## config.mk

```make
export PLATFORM = sky130hd
export DESIGN_NAME = clk_root_slice
export DESIGN_NICKNAME = d
export VERILOG_FILES = /design/src/rtl/clk_slice_pkg.sv /design/src/rtl/clk_slice_ctrl.sv /design/src/rtl/clk_slice_path.sv /design/src/rtl/clk_slice_postdiv.sv /design/src/rtl/clk_root_slice.sv
export SDC_FILE = /design/constraint.sdc
export NUM_CORES = 1
export LEC_CHECK = 0
export CORE_MARGIN = 2
export CORE_UTILIZATION = 47
export CTS_CLUSTER_DIAMETER = 80
export DETAILED_ROUTE_END_ITERATION = 10
export PLACE_DENSITY_LB_ADDON = 0.3
export SLEW_MARGIN = 10
export SYNTH_ARGS = -nofsm -noshare
export SYNTH_HDL_FRONTEND = slang
export SYNTH_SLANG_ARGS = --single-unit
```

## constraint.sdc

```tcl
create_clock -name clk_i -period 2.2 [get_ports clk_i]
set_input_delay 0.22 -clock clk_i [delete_from_list [all_inputs] [get_ports clk_i]]
set_output_delay 0.22 -clock clk_i [all_outputs]
set_load 0.01 [all_outputs]
```

## src/rtl/clk_slice_pkg.sv

```systemverilog
package clk_slice_pkg;
  typedef enum logic {
    PATH_A = 1'b0,
    PATH_B = 1'b1
  } path_e;
endpackage

```

## src/rtl/clk_slice_ctrl.sv

```systemverilog
module clk_slice_ctrl
  import clk_slice_pkg::*;
#(
  parameter int NUM_SRC = 8,
  parameter int PRE_W   = 3,
  parameter int POST_W  = 6,
  localparam int SEL_W  = $clog2(NUM_SRC)
) (
  input  logic                       clk_i,
  input  logic                       rst_ni,
  input  logic [NUM_SRC-1:0]         src_active_i,
  input  logic                       wr_i,
  input  logic [SEL_W-1:0]           wr_src_i,
  input  logic                       wr_gate_i,
  input  logic [PRE_W-1:0]           wr_pre_i,
  input  logic [POST_W-1:0]          wr_post_i,
  output logic [1:0][SEL_W-1:0]      sel_o,
  output logic [1:0]                 gate_o,
  output logic [1:0][PRE_W-1:0]      pre_o,
  output logic [1:0]                 clr_path_o,
  output logic [POST_W-1:0]          post_o,
  output logic                       post_clr_o,
  output logic                       path_o,
  output logic                       busy_o
);
  path_e                  path_q, idle;
  logic [1:0][SEL_W-1:0]  sel_q;
  logic [1:0]             gate_q;
  logic [1:0][PRE_W-1:0]  pre_q;
  logic                   busy_q;
  logic [SEL_W-1:0]       pend_src;
  logic                   pend_gate;
  logic [PRE_W-1:0]       pend_pre;
  logic [POST_W-1:0]      post_q;
  logic                   idle_ok, accept, commit;
  logic [SEL_W-1:0]       new_src;
  logic                   new_gate;
  logic [PRE_W-1:0]       new_pre;

  always_comb idle = (path_q == PATH_A) ? PATH_B : PATH_A;

  // the idle selector can only move while its present source runs
  assign idle_ok  = src_active_i[sel_q[idle]];
  assign accept   = wr_i & ~busy_q;
  assign commit   = (busy_q | accept) & idle_ok;
  assign new_src  = busy_q ? pend_src  : wr_src_i;
  assign new_gate = busy_q ? pend_gate : wr_gate_i;
  assign new_pre  = busy_q ? pend_pre  : wr_pre_i;

  always_ff @(posedge clk_i or negedge rst_ni) begin
    if (!rst_ni) begin
      path_q    <= PATH_A;
      sel_q     <= '0;
      gate_q    <= '1;
      pre_q     <= '0;
      busy_q    <= 1'b0;
      pend_src  <= '0;
      pend_gate <= 1'b0;
      pend_pre  <= '0;
      post_q    <= '0;
    end else begin
      if (commit) begin
        sel_q[idle]  <= new_src;
        gate_q[idle] <= new_gate;
        pre_q[idle]  <= new_pre;
        path_q       <= idle;
      end
      if (busy_q && idle_ok) begin
        busy_q <= 1'b0;
      end else if (accept && !idle_ok) begin
        busy_q    <= 1'b1;
        pend_src  <= wr_src_i;
        pend_gate <= wr_gate_i;
        pend_pre  <= wr_pre_i;
      end
      if (accept) post_q <= wr_post_i;
    end
  end

  always_comb begin
    clr_path_o = '0;
    if (commit) clr_path_o[idle] = 1'b1;
  end

  assign sel_o      = sel_q;
  assign gate_o     = gate_q;
  assign pre_o      = pre_q;
  assign post_o     = post_q;
  assign post_clr_o = accept;
  assign path_o     = path_q;
  assign busy_o     = busy_q;
endmodule

```

## src/rtl/clk_slice_path.sv

```systemverilog
module clk_slice_path #(
  parameter int NUM_SRC    = 8,
  parameter int PRE_W      = 3,
  parameter bit HAS_PREDIV = 1'b1,
  localparam int SEL_W     = $clog2(NUM_SRC)
) (
  input  logic               clk_i,
  input  logic               rst_ni,
  input  logic [NUM_SRC-1:0] src_tick_i,
  input  logic [NUM_SRC-1:0] src_active_i,
  input  logic [SEL_W-1:0]   sel_i,
  input  logic               gate_i,
  input  logic [PRE_W-1:0]   pre_i,
  input  logic               clr_i,
  output logic               pulse_o
);
  logic tick;

  assign tick = gate_i & src_tick_i[sel_i] & src_active_i[sel_i];

  if (HAS_PREDIV) begin : g_prediv
    logic [PRE_W-1:0] cnt_q;
    logic             wrap;

    assign wrap    = (cnt_q == pre_i);
    assign pulse_o = tick & wrap;

    always_ff @(posedge clk_i or negedge rst_ni) begin
      if (!rst_ni)     cnt_q <= '0;
      else if (clr_i)  cnt_q <= '0;
      else if (tick)   cnt_q <= wrap ? '0 : cnt_q + 1'b1;
    end
  end else begin : g_bypass
    logic unused_pre;
    assign unused_pre = ^{pre_i, clr_i, clk_i, rst_ni};
    assign pulse_o    = tick;
  end
endmodule

```

## src/rtl/clk_slice_postdiv.sv

```systemverilog
module clk_slice_postdiv #(
  parameter int POST_W = 6
) (
  input  logic              clk_i,
  input  logic              rst_ni,
  input  logic              pulse_i,
  input  logic [POST_W-1:0] div_i,
  input  logic              clr_i,
  output logic              en_o
);
  logic [POST_W-1:0] cnt_q;
  logic              wrap;

  assign wrap = (cnt_q == div_i);

  always_ff @(posedge clk_i or negedge rst_ni) begin
    if (!rst_ni) begin
      cnt_q <= '0;
      en_o  <= 1'b0;
    end else begin
      en_o <= pulse_i & wrap;
      if (clr_i)        cnt_q <= '0;
      else if (pulse_i) cnt_q <= wrap ? '0 : cnt_q + 1'b1;
    end
  end
endmodule

```

## src/rtl/clk_root_slice.sv

```systemverilog
module clk_root_slice #(
  parameter int NUM_SRC    = 8,
  parameter int PRE_W      = 3,
  parameter int POST_W     = 6,
  parameter bit HAS_PREDIV = 1'b1,
  localparam int SEL_W     = $clog2(NUM_SRC)
) (
  input  logic               clk_i,
  input  logic               rst_ni,
  input  logic [NUM_SRC-1:0] src_tick_i,
  input  logic [NUM_SRC-1:0] src_active_i,
  input  logic               wr_i,
  input  logic [SEL_W-1:0]   wr_src_i,
  input  logic               wr_gate_i,
  input  logic [PRE_W-1:0]   wr_pre_i,
  input  logic [POST_W-1:0]  wr_post_i,
  output logic               busy_o,
  output logic               path_o,
  output logic [SEL_W-1:0]   sel_a_o,
  output logic [SEL_W-1:0]   sel_b_o,
  output logic               clk_en_o
);
  logic [1:0][SEL_W-1:0] sel;
  logic [1:0]            gate;
  logic [1:0][PRE_W-1:0] pre;
  logic [1:0]            clr_path;
  logic [1:0]            pulse;
  logic [POST_W-1:0]     post;
  logic                  post_clr;
  logic                  mux_pulse;

  clk_slice_ctrl #(
    .NUM_SRC(NUM_SRC), .PRE_W(PRE_W), .POST_W(POST_W)
  ) u_ctrl (
    .clk_i       (clk_i),
    .rst_ni      (rst_ni),
    .src_active_i(src_active_i),
    .wr_i        (wr_i),
    .wr_src_i    (wr_src_i),
    .wr_gate_i   (wr_gate_i),
    .wr_pre_i    (wr_pre_i),
    .wr_post_i   (wr_post_i),
    .sel_o       (sel),
    .gate_o      (gate),
    .pre_o       (pre),
    .clr_path_o  (clr_path),
    .post_o      (post),
    .post_clr_o  (post_clr),
    .path_o      (path_o),
    .busy_o      (busy_o)
  );

  for (genvar p = 0; p < 2; p++) begin : g_path
    clk_slice_path #(
      .NUM_SRC(NUM_SRC), .PRE_W(PRE_W), .HAS_PREDIV(HAS_PREDIV)
    ) u_path (
      .clk_i       (clk_i),
      .rst_ni      (rst_ni),
      .src_tick_i  (src_tick_i),
      .src_active_i(src_active_i),
      .sel_i       (sel[p]),
      .gate_i      (gate[p]),
      .pre_i       (pre[p]),
      .clr_i       (clr_path[p]),
      .pulse_o     (pulse[p])
    );
  end

  assign mux_pulse = path_o ? pulse[1] : pulse[0];

  clk_slice_postdiv #(.POST_W(POST_W)) u_post (
    .clk_i  (clk_i),
    .rst_ni (rst_ni),
    .pulse_i(mux_pulse),
    .div_i  (post),
    .clr_i  (post_clr),
    .en_o   (clk_en_o)
  );

  assign sel_a_o = sel[0];
  assign sel_b_o = sel[1];
endmodule

```

# Word-level counts from Yosys, hierarchy flattened
# Index checks and enable logic that the tools add are counted.
[classes]
reduce_logical = 9
bitwise = 12
eq_ne = 3
magnitude_cmp = 5
muxes = 36
n_addsub = 3
[ops]
columns = ["cell", "count"]
rows = [
  ["two-way mux 3 bit", 11],
  ["two-way mux 6 bit", 3],
  ["binary-select mux 1 bit (select 3 bit)", 5],
  ["bitwise mux 6 bit", 2],
  ["< comparator 3 x 4 -> 1 bit, second input constant", 3],
  ["two-way mux 1 bit", 11],
  ["bitwise AND 1 bit", 9],
  ["nonzero test 2 bit", 4],
  ["adder 3 x 1 -> 3 bit, second input constant", 2],
  ["adder 6 x 1 -> 6 bit, second input constant", 1],
  ["equality test 3 bit", 2],
  ["equality test 6 bit", 1],
  ["demux 3 bit (select 1 bit)", 1],
  ["logical AND 1 bit", 3],
  ["bitwise mux 2 bit", 1],
  ["< comparator 1 x 2 -> 1 bit, second input constant", 1],
  ["two-way mux 2 bit", 1],
  ["NOT 1 bit", 2],
  ["AND reduction 2 bit", 1],
  ["demux 1 bit (select 1 bit)", 1],
  ["greater-or-equal comparator 1 bit, second input constant", 1],
  ["logical NOT 1 bit", 1],
  ["bitwise OR 1 bit", 1],
]
[word_totals]
input_bits = 32
reg_bits = 42

# Logic depth before layout (Yosys ltp)
# Gate-level depths: netlist of the first run.
[logic_depth]
ltp_word = 9
depth_mapped = 7
depth_no_buf = 6

# Hierarchy
# Synthesis of the first run repeated with hierarchy kept, for this count alone.
[hier_totals]
cells_unflattened = 212
hier_area_um2 = 2461.1
[by_module_without_submodules]
columns = ["module", "cells_per_inst", "area_per_inst_um2", "n_inst", "seq_area_each_um2"]
rows = [
  ["clk_slice_ctrl", 106, 1412.6, 1, 728.2],
  ["clk_slice_path", 33, 301.5, 2, 75.1],
  ["clk_slice_postdiv", 39, 430.4, 1, 175.2],
  ["clk_root_slice", 1, 15.0, 1, 0.0],
]

# Worst setup path before layout of the first run
# OpenSTA, ideal clock, no wires.
[synth_path]
path_kind = "register to register"
startpoint = "register u_ctrl.sel_q, in the netlist u_ctrl.sel_o[1]"
endpoint = "register u_ctrl.pre_q, in the netlist u_ctrl.pre_o[0]"
t_arrival_ns = 2.329
stages_incl_launch_ff = 7
path_slack_ns = -0.254
setup_time_ns = 0.125
period_less_slack_ns = 2.454
cell_sequence = "dfrtp_1 -> o21bai_1 -> mux2_2 -> o221a_2 -> a311o_2 -> a211oi_4 -> mux2_2"
[synth_via]
elab_chain_len = 5
[synth_rtl]
columns = ["item", "line", "text"]
rows = [
  ["from (decl)", "clk_slice_ctrl.sv:27", "logic [1:0][SEL_W-1:0] sel_q;"],
  ["from (signal, indexed assignment)", "clk_slice_ctrl.sv:63", "sel_q[idle] <= new_src;"],
  ["two-way mux 3 bit (not written as such) (2 in series)", "clk_slice_ctrl.sv:43", "assign idle_ok = src_active_i[sel_q[idle]];"],
  ["binary-select mux 1 bit (select 3 bit)", "clk_slice_ctrl.sv:43", ""],
  ["two-way mux 1 bit (not written as such)", "clk_slice_ctrl.sv:43", ""],
  ["bitwise AND 1 bit", "clk_slice_ctrl.sv:45", "assign commit = (busy_q | accept) & idle_ok;"],
  ["to (signal, indexed assignment)", "clk_slice_ctrl.sv:65", "pre_q[idle] <= new_pre;"],
  ["to (decl)", "clk_slice_ctrl.sv:29", "logic [1:0][PRE_W-1:0] pre_q;"],
]
# No other way between the ends. The select of a mux whose other input is x is not followed.
# A chain may end at the register's enable or synchronous reset.

# Final worst setup path of the first run
[layout_path]
startpoint = "input src_active_i[4]"
endpoint = "register u_ctrl.pre_q, in the netlist u_ctrl.pre_o[0]"
[layout_via]
elab_chain_len = 3
[layout_rtl]
columns = ["item", "line", "text"]
rows = [
  ["from (decl)", "clk_root_slice.sv:11", "input logic [NUM_SRC-1:0] src_active_i,"],
  ["binary-select mux 1 bit (select 3 bit)", "clk_slice_ctrl.sv:43", ""],
  ["two-way mux 1 bit (not written as such)", "clk_slice_ctrl.sv:43", ""],
  ["bitwise AND 1 bit", "clk_slice_ctrl.sv:45", ""],
]
# No other way between the ends. The select of a mux whose other input is x is not followed.

==> flow_summary.toml, run 1 <==
[run_status]
outcome = "complete, but fails checks"
violations = "setup timing"

[logic_synthesis]
syn_area_sq_um = 2340
synthMostInstantiatedCell = "dfrtp_1"
synth_top_area_share = 0.427
synth_commonest_cells = "dfrtp_1, mux2_2, nand2_1"
synth_edf_count = 0
post_synth_inst_count = 202
ys.warnings.count = 0
synth-async-reset-ratio = 1.00
synth.distinct_cells = 40
synth_area_leaders = "dfrtp_1, mux2_2, mux4_1, nand2_1, xor2_1"
ys_ff_latch = 42
synth_ff_type = "dfrtp_1"
synth_top_area_cell = "dfrtp_1"
syn_area_per_cell_sq_um = 11.6
syn_nets = 237
seq_area_frac_synth = 0.450

[sta]
rsz0062_at_grt = "true"
max_freq_mhz = 430
timing.final.ws_setup_ps = -125
min_period_ps = 2320
period_share = 1.06
final.setup_skew_ps = 9.62
hold_viol = 0
setup_violations = 21
tightest_slew_ps = 547
slew_violations = 0
slew_headroom = 0.634
fin_tns_setup_ps = -1730

[power]
p_leak_nw = 1.39
seqPwrFrac = 0.301
sw_frac_of_total = 0.350
clkPwrFrac = 0.106
p_int_w = 0.00293
power_density_nw_per_um2 = 1390
p_sw_w = 0.00158
comb_power_share = 0.593
ir_drop_mv = 0.816

[placed_design]
placed_cell_area_sq_um = 3080
port_buffers = 40
place_hpwl_mm = 3.67
dp_cells = 332
gp_congestion = 0.820

[floorplanning]
fp-row-count = 25
die_h_um = 74.6
die_x_um = 74.6
core_area_sq_um = 4750
start_util = 0.493
ios = 41
dieArea_sq_um = 5570

[critical_path]
crit_type = "primary input to flop"
cpMaxStageDelayCell = "clkdlybuf4s50_1"
worstPathRequired_ps = 2390
cp-end-kind = "flop"
crit_path_start_kind = "primary input"
worstPathCellList = "clkdlybuf4s50_1 -> o21bai_1 -> mux2_4 -> o221a_4 -> a311o_2 -> a211oi_4 -> buf_12 -> mux2_2"
slowest_delay_ps = 550
arrival_ps = 2510
path_max_fanout = 8
rrSetupSlack_ps = -120

[route]
dr.pass1.iters = 4
vias = 1802
drc = 0
wl_mm = 4.89
vias_per_cell = 5.27
detail_route.wl_per_cell_um = 14.3
first_iter_violations = 72
postRouteAntennaNets = 0

[layout]
finalInstanceArea_sq_um = 3260
fin_util = 0.685
layout-drive-gt1-share = 0.342
fin_nets = 309
final_cells = 342
antenna_cells = 0
areaGrowthSynthToFinish_pct = 39.0

[clocking]
cts-buffers-inserted = 5
clock_tree.root_cell = "clkbuf_8"
numClockSinks = 42
clk_pin_slew_ps = 80
clkLatencyLatePin_ps = 300
clockBufferDepth = 2
htreeDepth = 2
cts_tree = "built"

[global_routing]
grt_pass1_wl_mm = 8.27
grt_max_degree = 43
grt_use_total = 0.196
antenna_found_initial = 0
grt_pass1_vias = 1805
grt_remaining_overflow = 0

[min_path]
hp-class = "primary input to asynchronous set/reset pin"

[job]
drv_cap = 0
[timing repair]
| item | 4_1_cts | 5_1_grt |
|---|---|---|
| buffers inserted | 1 | 0 |
| hold buffers | 1 | 0 |
| endpoints found under the setup margin | 24 | 32 |
| hold endpoints to repair | 40 | 0 |
| gates cloned | 0 | 0 |
| resized for setup | 14 | 8 |
| pin swaps | 1 | 1 |
[final cells by class]
type                       count  area (sq um)
timing repair buffer          70           684
multi-input combinational    145          1310
sequential                    42          1060
inverter                      10          37.5
clock inverter                 2          10.0
clock buffer                   6          72.6
tap                           67          83.8
fill                         355          1500
[worst max-delay path, delay by kind of cell]
kind / cells / cell delay [ps]
muxes: 2 / 600
buffers and inverters: 2 / 720
AOI/OAI and AO/OA: 4 / 980
[cells in the final DEF, fill, tap and decap left out, types with 7 or more instances in the layout]
cell type	count
buf_4	22
mux2_2	25
dfrtp_1	35
xor2_1	7
mux2_4	12
nand2_1	20
nor2_1	10
inv_1	10
clkdlybuf4s50_1	39
[state kept, by name, indices dropped and copies added (netlist names)]
name	count
u_ctrl.post_o	6
u_ctrl.pend_gate	1
u_ctrl.sel_o	6
u_ctrl.pend_pre	3
u_post.en_o	1
g_path.u_path.g_prediv.cnt_q	6
u_ctrl.gate_o	2
u_ctrl.busy_o	1
u_ctrl.pre_o	6
u_ctrl.pend_src	3
u_ctrl.path_o	1
u_post.cnt_q	6
[cell families after synthesis]
| kind of cell | share of synthesized area |
|---|---|
| and+or+nand+nor | 0.0993 |
| muxes | 0.244 |
| DFF | 0.450 |
| AOI/OAI and AO/OA | 0.115 |
| buffers and inverters | 0.0278 |
| xor gates and xnor gates | 0.0486 |
| adders and majority gates | 0.0160 |
[through the flow]
stage / power, W / setup slack (ps) / hold slack, ps
after floorplan: 0.00282 / -213 / -75.6
after global placement: 0.00374 / -368 / 209
after detailed placement: 0.00380 / -423 / 210
after CTS: 0.00449 / -118 / 433
after global routing: 0.00482 / -162 / 451
final: 0.00451 / -125 / 416
[layer usage]
layer | up-vias | wire length, um | global-route usage | part of all wire
met2 | 31 | 2320 | 0.316 | 0.48
met3 | 7 | 143 | 0.0495 | 0.029
met1 | 881 | 2330 | 0.267 | 0.48
met5 | - | 0 | 0 | 0
li1 | 883 | - | - | -
met4 | 0 | 92 | 0.0536 | 0.019
[worst paths after layout]
| kind | endpoint | cells past startpoint | startpoint |
|---|---|---|---|
| max in group asynchronous | u_ctrl.gate_o[1]$_DFFE_PN1P_ | 3 | rst_ni |
| worst max-delay path | u_ctrl.pre_o[0]$_DFFE_PN0P_ | 8 | src_active_i[4] |
| worst max register to register | u_ctrl.pre_o[0]$_DFFE_PN0P_ | 7 | u_ctrl.sel_o[4]$_DFFE_PN0P_ |
| min in group clk_i | u_ctrl.pend_src[0]$_DFFE_PN0P_ | 1 | u_ctrl.pend_src[0]$_DFFE_PN0P_ |
| worst min register to register | u_ctrl.pend_src[0]$_DFFE_PN0P_ | 1 | u_ctrl.pend_src[0]$_DFFE_PN0P_ |
| worst min-delay path | g_path[0].u_path.g_prediv.cnt_q[1]$_DFFE_PN0P_ | 3 | rst_ni |
[power by group through the flow]
stage               clock, W  sequential (W)  combinational (W)
floorplan                  0         0.00139            0.00144
global placement           0         0.00137            0.00238
detailed placement         0         0.00138            0.00243
CTS                 0.000490         0.00135            0.00264
global route        0.000528         0.00140            0.00289
finish              0.000477         0.00136            0.00268
Note: power is estimated with default switching activity, not from simulation.
==> inputs of run 2 (changes only) <==
ABC_CLOCK_PERIOD_IN_PS = 2200   (was not set)
CORE_UTILIZATION = 48   (was 47)
SYNTH_HIERARCHICAL = 1   (was not set)
==> flow_summary.toml, run 2 <==
[logic_synthesis]
yosys.area_share.simple = 0.150
synth.distinct_cells = 46
synth-async-reset-ratio = 1.00
ys.warnings.count = 6
synthAdderAreaFrac = 0.0153
synth_edf_count = 0
synth_commonest_cells = "dfrtp_1, mux2_2, nand2_1"
synth_top_family_by_area = "multiplexers"
synth_compound_area_frac = 0.111
seq_area_frac_synth = 0.428
syn_area_per_cell_sq_um = 11.6
synthMuxAreaShare = 0.223
synth_area_leaders = "dfrtp_1, mux2_2, nand2_1, xor2_1, mux4_2"
synth_xor_area_frac = 0.0569
post_synth_inst_count = 212
ys_ff_latch = 42
synth_top_area_cell = "dfrtp_1"
synth_ff_type = "dfrtp_1"
synthMostInstantiatedCell = "dfrtp_1"
synth_top_area_share = 0.407
syn_nets = 247
syn_area_sq_um = 2460

[clocking]
cts-buffers-inserted = 5
clk_pin_slew_ps = 80
clock_tree.root_cell = "clkbuf_8"
cts_tree = "built"
htreeDepth = 2
numClockSinks = 42
clockBufferDepth = 2
clkLatencyLatePin_ps = 290

[layout]
areaGrowthSynthToFinish_pct = 35.1
layout-drive-gt1-share = 0.347
nFillCells = 409
final_common_cell = "dfrtp_1"
fin_nets = 322
finalInstanceArea_sq_um = 3330
layout_common_cells = "dfrtp_1, clkdlybuf4s50_1, mux2_2, buf_4, nand2_1"
fin_util = 0.660
antenna_cells = 0

[min_path]
hp-class = "primary input to asynchronous set/reset pin"

[sta]
final.setup_skew_ps = 4.78
whs_ps = 460
setup_violations = 0
tightest_slew_ps = 612
hold_viol = 0
slew_headroom = 0.592
max_freq_mhz = 468
slew_violations = 0
timing.final.ws_setup_ps = 62.7
period_share = 0.972
min_period_ps = 2140

[placed_design]
placed_cell_area_sq_um = 3170
dp_slack_ps = -239
port_buffers = 40
gp_congestion = 0.890
place_hpwl_mm = 4.10

[power]
clkPwrFrac = 0.137
power_density_nw_per_um2 = 1330
seqPwrFrac = 0.317
ir_drop_mv = 0.925
p_int_w = 0.00282
comb_power_share = 0.546
p_leak_nw = 1.38
power_w = 0.00441
sw_frac_of_total = 0.362
p_sw_w = 0.00160

[floorplanning]
fp-row-count = 26
ios = 41
core_area_sq_um = 5040
die_x_um = 75.6
die_h_um = 75.6
dieArea_sq_um = 5720
start_util = 0.488

[route]
wl_mm = 5.15
detail_route.wl_per_cell_um = 14.4
drc = 0
vias = 1838
vias_per_cell = 5.13
dr.pass1.iters = 4
postRouteAntennaNets = 0
first_iter_violations = 54

[critical_path]
slowest_delay_ps = 440
crit_path_start_kind = "flop"
worstPathCellList = "buf_4 -> buf_4 -> o21ai_0 -> nand3_1 -> o211ai_2 -> buf_4 -> mux2_2"
worstPathRequired_ps = 2380
cp-end-kind = "flop"
arrival_ps = 2320
crit_type = "flop to flop"
cpMaxStageDelayCell = "dfrtp_1"
path_max_fanout = 7
cp_common_cell = "buf_4"
rrSetupSlack_ps = 60

[job]
drv_cap = 0

[global_routing]
grt_pass1_wl_mm = 8.57
grt_use_total = 0.202
antenna_found_initial = 0
grt_max_degree = 28
grt_remaining_overflow = 0
grt_pass1_vias = 1805

[run_status]
outcome = "finished clean"
[run 2: logic make-up after synthesis]
group           Yosys count
flops                    42
mux                      45
xor+xnor                 16
simple gates             71
compound gates           28
fa+ha+maj                 3
buf+inv                   7
[run 2: timing repair]
| item | CTS | global route |
|---|---|---|
| buffers inserted | 0 | 2 |
| hold buffers | 1 | 0 |
| endpoints found under the setup margin | 0 | 23 |
| endpoints found under the hold margin | 24 | 0 |
| gates resized for setup | 0 | 4 |
[run 2: layout make-up]
| type | instances | area [sq um] | share of cell area |
|---|---|---|---|
| Clock inverter | 2 | 37.5 | 0.0113 |
| Inverter | 2 | 7.51 | 0.00226 |
| Timing Repair Buffer | 73 | 676 | 0.203 |
| Clock buffer | 6 | 72.6 | 0.0218 |
| Tap cell | 70 | 87.6 | 0.0263 |
| Sequential cell | 42 | 1060 | 0.318 |
| Multi-Input combinational cell | 163 | 1390 | 0.418 |
[run 2: per-stage QoR]
stage               std cells  setup TNS [ps]
detailed placement        347           -3710
finish                    358               0
global placement          347           -3170
floorplan                 212               0
global route              358           -10.8
CTS                       356               0
[run 2: power by group through the flow]
stage                     sequential [W]  combinational (W)  clock (W)
after floorplan                  0.00138            0.00151          0
after global placement           0.00141            0.00233          0
after detailed placement         0.00142            0.00237          0
after CTS                        0.00140            0.00238   0.000623
after global routing             0.00144            0.00261   0.000659
final                            0.00140            0.00241   0.000604
[run 2: path summary, 6_finish.rpt]
| kind | endpoint | startpoint | cells after the start |
|---|---|---|---|
| worst min register to register | u_ctrl/pend_pre[2]$_DFFE_PN0P_ | u_ctrl/pend_pre[2]$_DFFE_PN0P_ | 1 |
| worst max-delay path | u_ctrl/pend_src[0]$_DFFE_PN0P_ | u_ctrl/path_o$_DFFE_PN0P_ | 7 |
| worst min-delay path | u_post/cnt_q[2]$_DFFE_PN0P_ | rst_ni | 2 |
| max in group asynchronous | u_ctrl/post_o[0]$_DFFE_PN0P_ | rst_ni | 3 |
| min in group clk_i | u_ctrl/pend_pre[2]$_DFFE_PN0P_ | u_ctrl/pend_pre[2]$_DFFE_PN0P_ | 1 |
| worst max register to register | u_ctrl/pend_src[0]$_DFFE_PN0P_ | u_ctrl/path_o$_DFFE_PN0P_ | 7 |
[run 2: metal layers]
layer / up-vias / share of wire / GRT usage
met5: - / 0 / 0
met4: 0 / 0.0097 / 0.0526
met3: 4 / 0.026 / 0.0397
met2: 27 / 0.48 / 0.323
met1: 896 / 0.49 / 0.284
li1: 911 / - / -
[run 2: worst max-delay path: cells and delay by family (launching register included)]
family / cells / cell delay, ps
DFF: 1 / 440
AOI/OAI and AO/OA: 2 / 500
muxes: 1 / 350
and+or+nand+nor: 1 / 200
buffers and inverters: 3 / 530
